$ cat src/rtl/cond_byte_pkg.sv
package cond_byte_pkg;
  localparam int unsigned SEL_W = 4;

  typedef enum logic [SEL_W-1:0] {
    CND_T  = 4'd0,  CND_F  = 4'd1,
    CND_HI = 4'd2,  CND_LS = 4'd3,
    CND_CC = 4'd4,  CND_CS = 4'd5,
    CND_NE = 4'd6,  CND_EQ = 4'd7,
    CND_VC = 4'd8,  CND_VS = 4'd9,
    CND_PL = 4'd10, CND_MI = 4'd11,
    CND_GE = 4'd12, CND_LT = 4'd13,
    CND_GT = 4'd14, CND_LE = 4'd15
  } cond_e;

  typedef struct packed {
    logic n;
    logic z;
    logic v;
    logic c;
  } flags_t;
endpackage

$ cat src/rtl/cond_eval.sv
module cond_eval
  import cond_byte_pkg::*;
(
  input  cond_e  sel_i,
  input  flags_t flg_i,
  output logic   hit_o
);
  logic base;
  logic sgn_lt;

  assign sgn_lt = flg_i.n ^ flg_i.v;

  // each odd selector is the inverse of its even neighbour
  always_comb begin
    unique case (sel_i[SEL_W-1:1])
      3'd0:    base = 1'b1;
      3'd1:    base = ~(flg_i.c | flg_i.z);
      3'd2:    base = ~flg_i.c;
      3'd3:    base = ~flg_i.z;
      3'd4:    base = ~flg_i.v;
      3'd5:    base = ~flg_i.n;
      3'd6:    base = ~sgn_lt;
      default: base = ~(sgn_lt | flg_i.z);
    endcase
  end

  assign hit_o = base ^ sel_i[0];

  always_comb begin
    p_always_r2: assert (sel_i != CND_T || hit_o);
    p_never_r2:  assert (sel_i != CND_F || !hit_o);
    p_eq_r4:     assert (sel_i != CND_EQ || hit_o == flg_i.z);
    p_hi_r3:     assert (!(sel_i == CND_HI && hit_o) || (!flg_i.c && !flg_i.z));
    p_gt_r7:     assert (!(sel_i == CND_GT && hit_o) || !flg_i.z);
    p_ge_r6:     assert (sel_i != CND_GE || hit_o == (flg_i.n == flg_i.v));
  end
endmodule

$ cat src/rtl/mask_reg.sv
module mask_reg #(
  parameter int unsigned WIDTH = 8
) (
  input  logic             clk_i,
  input  logic             rst_ni,
  input  logic             load_i,
  input  logic             bit_i,
  output logic [WIDTH-1:0] mask_o
);
  logic [WIDTH-1:0] mask_q;

  for (genvar g = 0; g < WIDTH; g++) begin : g_bit
    always_ff @(posedge clk_i or negedge rst_ni) begin
      if (!rst_ni)     mask_q[g] <= 1'b0;
      else if (load_i) mask_q[g] <= bit_i;
    end
  end

  assign mask_o = mask_q;

  p_load_r9: assert property (@(posedge clk_i) disable iff (!rst_ni)
    load_i |=> mask_o == {WIDTH{$past(bit_i)}});
  p_hold_r10: assert property (@(posedge clk_i) disable iff (!rst_ni)
    !load_i |=> $stable(mask_o));
  p_uniform_r9: assert property (@(posedge clk_i) disable iff (!rst_ni)
    mask_o == '0 || mask_o == '1);
endmodule

$ cat src/rtl/cond_byte_set.sv
module cond_byte_set
  import cond_byte_pkg::*;
#(
  parameter int unsigned MASK_W = 8
) (
  input  logic              clk_i,
  input  logic              rst_ni,
  input  logic              valid_i,
  input  logic [SEL_W-1:0]  cond_sel_i,
  input  logic              flag_n_i,
  input  logic              flag_z_i,
  input  logic              flag_v_i,
  input  logic              flag_c_i,
  output logic              cond_o,
  output logic [MASK_W-1:0] mask_o
);
  flags_t flg;
  logic   hit;

  assign flg = '{n: flag_n_i, z: flag_z_i, v: flag_v_i, c: flag_c_i};

  cond_eval i_eval (
    .sel_i (cond_e'(cond_sel_i)),
    .flg_i (flg),
    .hit_o (hit)
  );

  mask_reg #(.WIDTH(MASK_W)) i_mask (
    .clk_i  (clk_i),
    .rst_ni (rst_ni),
    .load_i (valid_i),
    .bit_i  (hit),
    .mask_o (mask_o)
  );

  assign cond_o = hit;

  p_pair_r8: assert property (@(posedge clk_i) disable iff (!rst_ni)
    (cond_sel_i == 4'd5) |-> cond_o == flag_c_i);
endmodule

$ cat config.mk
export PLATFORM = sky130hd
export DESIGN_NAME = cond_byte_set
export DESIGN_NICKNAME = d
export VERILOG_FILES = /design/src/rtl/cond_byte_pkg.sv /design/src/rtl/cond_eval.sv /design/src/rtl/mask_reg.sv /design/src/rtl/cond_byte_set.sv
export SDC_FILE = /design/constraint.sdc
export NUM_CORES = 1
export LEC_CHECK = 0
export ABC_AREA = 1
export BUFFER_PORTS_ARGS = -buffer_cell sky130_fd_sc_hd__clkbuf_2
export CORE_AREA = 2 2 39 41
export DETAILED_ROUTE_END_ITERATION = 8
export DIE_AREA = 0 0 41 43
export GPL_ROUTABILITY_DRIVEN = 0
export PLACE_DENSITY_LB_ADDON = 0.08
export SYNTH_ARGS = -nofsm -noshare
export SYNTH_HDL_FRONTEND = slang
export SYNTH_SLANG_ARGS = --single-unit
$ cat constraint.sdc
create_clock -name clk_i -period 0.9 [get_ports clk_i]
set_input_delay 0.045 -clock clk_i [delete_from_list [all_inputs] [get_ports clk_i]]
set_output_delay 0.045 -clock clk_i [all_outputs]
set_load 0.02 [all_outputs]
---- Word-level counts from Yosys, hierarchy flattened ----
Cells that the tools add are included.
cells by class
  eq/ne operators ......................... 6
  muxes and demuxes ....................... 1
  bitwise logic cells ..................... 11
  reduce and logical (&&, ||, !) cells .... 1
operators by type and width
  cell                                                 count
  equality test 3 bit, second input constant           3
  inverter 1 bit                                       7
  one-hot mux 1 bit (7 select lines)                   1
  equality test 3 x 2 -> 1 bit, second input constant  2
  equality test 3 x 1 -> 1 bit, second input constant  1
  logical NOT 3 bit                                    1
  OR 1 bit                                             2
  XOR 1 bit                                            2
word-level totals
  bits in registers ....................... 1
  bits of input ports ..................... 11
  output and inout bits ................... 9
  logic and storage cells ................. 20

---- Logic depth before layout (Yosys ltp) ----
Gate-level depths: netlist of the first run.
  depth after elaboration ................. 5
  mapped depth ............................ 9
  mapped depth without buffers ............ 9

---- Hierarchy ----
From an unflattened synthesis of the first run, not the netlist that was laid out.
unflattened totals
  cell total of the unflattened synthesis .. 36
  area total of the unflattened synthesis .. 198.9 sq um
by module, submodules not included
  module     instances  cells an instance  area an instance (sq um)  sequential area each (sq um)
  cond_eval  1          24                 106.4                     0.0
  mask_reg   1          12                 92.6                      25.0

---- Least setup slack after synthesis of the first run ----
No wires, ideal clock.
  kind .................................... flip-flop to output port
  start point ............................. register, netlist name i_mask.mask_o[6]
  end point ............................... output port mask_o[1]
  data arrival time ....................... 0.739 ns
  required time ........................... 0.855 ns
  path slack .............................. 0.116 ns
  cell stages (with the launch flop) ...... 2
  buffers on the path ..................... 1
  cells stage by stage .................... dfrtp_1 -> buf_4
RTL lines
  element           line                 RTL
  end: declaration  cond_byte_set.sv:15  output logic [MASK_W-1:0] mask_o

---- Final worst setup path of the first run ----
  start point ............................. input port cond_sel_i[3]
  end point ............................... output port cond_o
between the ends
  longest elaborated chain between the ends .. 3
  elaborated cells on any way between the ends .. 9
  those cells by class .................... 6 x eq/ne; 1 x mux; 1 x bitwise; 1 x reduce/logical
ends and longest elaborated chain
  element                                      line                 RTL
  start: declaration                           cond_byte_set.sv:9   input logic [SEL_W-1:0] cond_sel_i,
  equality test 3 bit (tied with other cells)  cond_eval.sv:15      unique case (sel_i[SEL_W-1:1])
  one-hot mux 1 bit (7 select lines) *         cond_eval.sv:15
  XOR 1 bit *                                  cond_eval.sv:27      assign hit_o = base ^ sel_i[0];
  end: declaration                             cond_byte_set.sv:14  output logic cond_o,
Every way passes the cells marked *; elsewhere a longest branch is shown, timed or not.

==> impl_metrics.json, run 1 <==
{
  "synth_cells": 35,
  "std_cell_rows": 14,
  "grt_pass1_vias": 175,
  "design_area_um2": 310,
  "hpwlAfterDp_um": 389,
  "fmax_mhz": 1060,
  "nFillCells": 170,
  "finalPower_mw": 0.294,
  "cap_violations": 0,
  "power_frac_comb_pct": 78.2,
  "rsz0062_at_grt": "yes",
  "finClkSkew_ps": 0,
  "grt_usage_pct": 4.80,
  "core_area_um2": 1380,
  "yosysSeqAreaShare_pct": 12.7,
  "syn-num-nets": 46,
  "r2r-start": "i_mask.mask_o[6]$_DFFE_PN0P_",
  "nets": 62,
  "grt_max_degree": 10,
  "initial_core_util_pct": 14.2,
  "path_max_fanout": 5,
  "num_vias": 236,
  "tightestPinTransition_ps": 224,
  "hold_ws_ps": 289,
  "power_switching_share_pct": 50.0,
  "violations": "negative setup slack",
  "drive_gt1_share_pct": 51.0,
  "drt_iter0_drc": 1,
  "antennaDiodeCount": 0,
  "synth_mux_area_share_pct": 0,
  "clkTransAtPathRegs_ps": 0,
  "syn_area_per_cell_um2": 5.61,
  "path_buf_inv": 2,
  "post_drt_wl_per_cell_um": 6.52,
  "drc": 0,
  "critPathKind": "in -> out",
  "min_path_type": "in -> reg",
  "syn2layout_area_growth_pct": 58.0,
  "grt_first_pass_wirelength_um": 655,
  "clockPowerShare_pct": 0,
  "synth-compound-area-share_pct": 2.55,
  "outcome": "finished with violations",
  "cp_cell_sequence": "buf_8 -> or2_1 -> nand2_2 -> nand2_2 -> nand2_1 -> nand2_1 -> and2_1 -> clkbuf_8",
  "overflow": 0,
  "peakVddDrop_uv": 139,
  "postCtsSetupRepairBufs": 0,
  "pre_cts_ws_ps": -72.0,
  "arrival_ps": 900,
  "setup_ws_ps": -45.9,
  "ff2ff_setup_slack_ps": 200,
  "antenna_found_initial": 0,
  "place_area_um2": 267,
  "cp_slowest_cell": "or2_1",
  "power.leakage_nw": 0.193,
  "slew_headroom_pct": 85.1,
  "ios": 20,
  "cp-end-kind": "output pin",
  "required_ps": 850,
  "critPathTopFamily": "simple AND/OR/NAND/NOR gates",
  "synth_xor_area_share_pct": 0,
  "fp.dieArea_um2": 1760,
  "mostFrequentLayoutCells": "17 x clkbuf_2, 12 x nand2_1, 5 x inv_1, 3 x nand3_2",
  "routed_wl_um": 424,
  "post-route-period-util_pct": 105,
  "p_switching_mw": 0.147,
  "post-route-min-period_ps": 946,
  "ys_seq_elements": 1,
  "ys_types": 9,
  "p_per_area_nw_per_um2": 947,
  "chipWidth_um": 41,
  "worstHoldStart": "valid_i",
  "ant_nets": 0,
  "final_common_cell": "clkbuf_2",
  "synth_area_um2": 196,
  "drv_slew": 0,
  "start_kind": "input port",
  "synth_fa_ha_area_share_pct": 0,
  "drt_pass1_iterations": 2,
  "intPower_mw": 0.147,
  "cpPeakStageDelay_ps": 210,
  "p_seq_share_pct": 21.8,
  "crit_path_start": "cond_sel_i[3]",
  "clock_latency_ps": 0,
  "largest_reg_flops": 1,
  "viasPerCell": 3.63,
  "synth-simple-area-share_pct": 48.4,
  "setup-violations-final": 1,
  "die_h_um": 43,
  "hold_viol": 0,
  "port_buffers": 19,
  "synth_top_family_by_area": "simple AND/OR/NAND/NOR gates",
  "ys.warnings.count": 0
}
## what timing repair did
item,CTS,global route
endpoints found under the setup margin,2,2
pin swaps,2,5
cloned,0,0
resized for setup,3,6
hold buffers,1,0
hold endpoints to repair,1,0
## logic make-up (layout without fill, tap and decap cells)
family | after synthesis | count (layout)
and+or+nand+nor | 21 | 21
DFF | 1 | 1
buffers and inverters | 12 | 26
AOI/OAI and AO/OA | 1 | 1
## per-layer routing
| layer | vias to the layer above | track usage, % | part of all wire, % |
|---|---|---|---|
| met5 | - | 0 | 0 |
| met4 | 0 | 0 | 0 |
| li1 | 128 | - | - |
| met2 | 10 | 7.19 | 47 |
| met1 | 98 | 7.62 | 41 |
| met3 | 0 | 0.524 | 12 |
## synthesized netlist by cell type
cell type,count,share of area (%)
nand3_2,1,5.1
nand2_1,14,27
dfrtp_1,1,13
nand3_1,4,10
o21ai_0,1,2.5
or2_1,1,3.2
and2_1,1,3.2
buf_4,7,27
inv_1,5,9.6
## stage by stage
| step | utilization (%) | TNS [ps] | cells |
|---|---|---|---|
| finish | 22.4 | -45.9 | 65 |
| global route | 22.4 | -200 | 65 |
| CTS | 21.2 | -104 | 65 |
| detailed placement | 19.3 | -90.3 | 64 |
| global placement | 19.3 | -131 | 64 |
| floorplan | - | 0 | 35 |
## power by group through the flow
| stage | Combinational, mW | Sequential [mW] | Clock (mW) |
|---|---|---|---|
| 4_1_cts | 0.224 | 0.0651 | 0 |
| 5_1_grt | 0.253 | 0.0665 | 0 |
| 3_5_place_dp | 0.207 | 0.0650 | 0 |
| 6_report | 0.230 | 0.0641 | 0 |
| 2_1_floorplan | 0.170 | 0.0712 | 0 |
| 3_3_place_gp | 0.211 | 0.0649 | 0 |
## area by class of cell
type                       instances  area [um2]  share of cell area [%]
timing repair buffer              21         131                    42.3
sequential                         1        25.0                    8.06
inverter                           5        18.8                    6.05
multi-input combinational         22         115                    37.1
tap                               16        20.0                    6.45
## worst register-to-register path: stages (launching register included)
cell	delay [ps]
dfrtp_1	430
nand2_1	100
nand2_1	50
## path summary, 6_finish.rpt
kind                       depth (start not counted)                      endpoint
max                                                8                        cond_o
min                                                3  i_mask.mask_o[6]$_DFFE_PN0P_
max reg2reg                                        2  i_mask.mask_o[6]$_DFFE_PN0P_
min reg2reg                                        2  i_mask.mask_o[6]$_DFFE_PN0P_
max in group asynchronous                          2  i_mask.mask_o[6]$_DFFE_PN0P_
min in group asynchronous                          2  i_mask.mask_o[6]$_DFFE_PN0P_
Power figures use the tool's default switching activity.
==> run 2: changes to the inputs <==
--- a/config.mk
+++ b/config.mk
@@ -5,13 +5,14 @@
 export SDC_FILE = /design/constraint.sdc
 export NUM_CORES = 1
 export LEC_CHECK = 0
-export ABC_AREA = 1
 export BUFFER_PORTS_ARGS = -buffer_cell sky130_fd_sc_hd__clkbuf_2
 export CORE_AREA = 2 2 39 41
 export DETAILED_ROUTE_END_ITERATION = 8
 export DIE_AREA = 0 0 41 43
 export GPL_ROUTABILITY_DRIVEN = 0
 export PLACE_DENSITY_LB_ADDON = 0.08
+export REMOVE_ABC_BUFFERS = 1
 export SYNTH_ARGS = -nofsm -noshare
 export SYNTH_HDL_FRONTEND = slang
+export SYNTH_HIERARCHICAL = 1
 export SYNTH_SLANG_ARGS = --single-unit
==> run 2 against run 1 <==
Against the previous run: the flow still finishes with violations (negative setup slack); critical path depth down 2; synthesized cell count shrank 40%; core utilization fell by 0.36 points; via count is 10% lower; wire length increased by 15%; total power up 33%; register-to-register slack worse by 50 ps; combinational power increased by 43%; final cell count fell by 15%; synthesized area is 13% lower; sequential power down 4.5%; hold slack better by 31 ps; critical path type is now in -> reg; critical endpoint is now i_mask/mask_o[6]$_DFFE_PN0P_; largest cell class unchanged.
==> impl_metrics.json, run 2 <==
{
  "hold_viol": 0,
  "place_area_um2": 272,
  "violations": "negative setup slack",
  "fmax_mhz": 773,
  "async_flop_share_pct": 100,
  "grt_pass1_vias": 185,
  "chipWidth_um": 41,
  "cp-end-kind": "flop",
  "synth_cells": 21,
  "rsz0062_at_grt": "yes",
  "cpPeakStageDelay_ps": 260,
  "ys_seq_elements": 1,
  "cap_violations": 0,
  "syn_area_per_cell_um2": 8.16,
  "p_per_area_nw_per_um2": 1280,
  "design_area_um2": 305,
  "yosysSeqAreaShare_pct": 14.6,
  "clkTransAtPathRegs_ps": 0,
  "nFillCells": 163,
  "synth_edf_count": 0,
  "power.leakage_nw": 0.167,
  "cp_cell_sequence": "buf_6 -> and4bb_1 -> nor4_2 -> o21ai_1 -> xor2_1 -> mux2_4",
  "viasPerCell": 3.85,
  "grt_max_degree": 9,
  "grt_usage_pct": 5.80,
  "setup-violations-final": 2,
  "drv_slew": 0,
  "min_path_type": "in -> reg",
  "synth_common_cells": "7 x buf_4, 2 x and4bb_1, 2 x nor3_1, 2 x o21ai_0",
  "whs_path_depth": 2,
  "routed_wl_um": 488,
  "utilization_pct": 22.1,
  "finClkSkew_ps": 0,
  "ios": 20,
  "setup_ws_ps": -394,
  "mostFrequentLayoutCells": "15 x clkbuf_2, 6 x buf_4",
  "grt_first_pass_wirelength_um": 759,
  "critPathKind": "in -> reg",
  "ys.warnings.count": 6,
  "ff2ff_setup_slack_ps": 150,
  "path_max_fanout": 4,
  "worstRegToRegCells": 1,
  "peakVddDrop_uv": 283,
  "hold_ws_ps": 320,
  "crit_cells": 6,
  "hpwlAfterDp_um": 456,
  "nets": 52,
  "outcome": "finished with violations",
  "post_drt_wl_per_cell_um": 8.87,
  "ant_nets": 0,
  "tns_ps": -666,
  "post-route-period-util_pct": 144,
  "final_common_cell": "clkbuf_2",
  "post-route-min-period_ps": 1290,
  "synth_most_common_cell": "buf_4",
  "ys_types": 12,
  "initial_core_util_pct": 12.4,
  "antenna_found_initial": 0,
  "syn2layout_area_growth_pct": 78.1,
  "std_cell_rows": 14,
  "required_ps": 770,
  "arrival_ps": 1170,
  "fp.dieArea_um2": 1760,
  "synth_top_area_cell": "buf_4",
  "core_area_um2": 1380,
  "antennaDiodeCount": 0,
  "num_vias": 212,
  "cp_slowest_cell": "nor4_2",
  "path_buf_inv": 1,
  "start_kind": "input port",
  "drc": 0,
  "ys.flop_type": "dfrtp_1",
  "die_h_um": 43,
  "port_buffers": 19,
  "netlist_top_cells_area": "buf_4 31%, and4bb_1 15%, dfrtp_1 15%, mux2_4 8.8%, nor3_1 5.8%",
  "overflow": 0,
  "critPathTopFamily": "simple AND/OR/NAND/NOR gates",
  "drive_gt1_share_pct": 66.7,
  "clock_latency_ps": 0,
  "largest_reg_flops": 1,
  "synth_area_um2": 171,
  "drt_iter0_drc": 0,
  "tightestPinTransition_ps": 235,
  "slew_headroom_pct": 84.2,
  "drt_pass1_iterations": 1,
  "yosysTopAreaCellShare_pct": 30.7
}
==> run 2: cell count changes after synthesis, sizes merged, moves of 2 or more <==
cell,change
nand2,-13
nand3,-5
inv,-4
and4bb,+2
nor3,+2
o21ai,+2
==> run 2: report_power, final <==
group	leakage, nW	internal, mW	switching (mW)
Clock	0	0	0
Sequential	0.0117	0.0557	0.00545
Combinational	0.155	0.137	0.192
Total	0.167	0.193	0.198
==> run 2: what timing repair did <==
| action | in CTS | in global routing |
|---|---|---|
| hold buffers | 1 | 0 |
| gates resized for setup | 2 | 8 |
| endpoints found under the setup margin | 2 | 2 |
| pin swaps | 2 | 3 |
| setup buffers | 0 | 0 |
| hold endpoints to repair | 1 | 0 |
==> run 2: final timing paths <==
path                                         startpoint                           end
max                                       cond_sel_i[3]  i_mask/mask_o[6]$_DFFE_PN0P_
min                                             valid_i  i_mask/mask_o[6]$_DFFE_PN0P_
max reg2reg                i_mask/mask_o[6]$_DFFE_PN0P_  i_mask/mask_o[6]$_DFFE_PN0P_
min reg2reg                i_mask/mask_o[6]$_DFFE_PN0P_  i_mask/mask_o[6]$_DFFE_PN0P_
max in group asynchronous                        rst_ni  i_mask/mask_o[6]$_DFFE_PN0P_
min in group asynchronous                        rst_ni  i_mask/mask_o[6]$_DFFE_PN0P_
==> run 2: cells by family (layout without fill, tap and decap cells) <==
kind of cell	after synthesis	count (layout)	share of synthesized area [%]
buffers and inverters	8	26	32.8
AND/OR/NAND/NOR	6	6	26.3
AO/OA/AOI/OAI	4	4	12.4
XOR/XNOR	1	1	5.11
multiplexers	1	1	8.76
flip-flops	1	1	14.6
==> run 2: final cells by class <==
cell class | count | area [um2] | share of cell area [%]
sequential | 1 | 25.0 | 8.20
tap | 16 | 20.0 | 6.56
timing repair buffer | 25 | 160 | 52.5
inverter | 1 | 3.75 | 1.23
multi-input combinational | 12 | 96.3 | 31.6
==> run 2: metrics by stage <==
step	instances	total power, mW	setup slack (ps)
final	55	0.390	-394
after global routing	55	0.428	-449
after CTS	55	0.388	-424
after detailed placement	54	0.378	-474
after global placement	54	0.380	-452
after floorplan	14	0.228	-729
==> run 2: routing by layer <==
layer  share of wire (%)  GRT usage [%]  wire length (um)
met5                   0              0                 0
met4                   0              0                 0
met3                 8.0              0                39
met2                  67           12.8               327
met1                  25           5.40               121
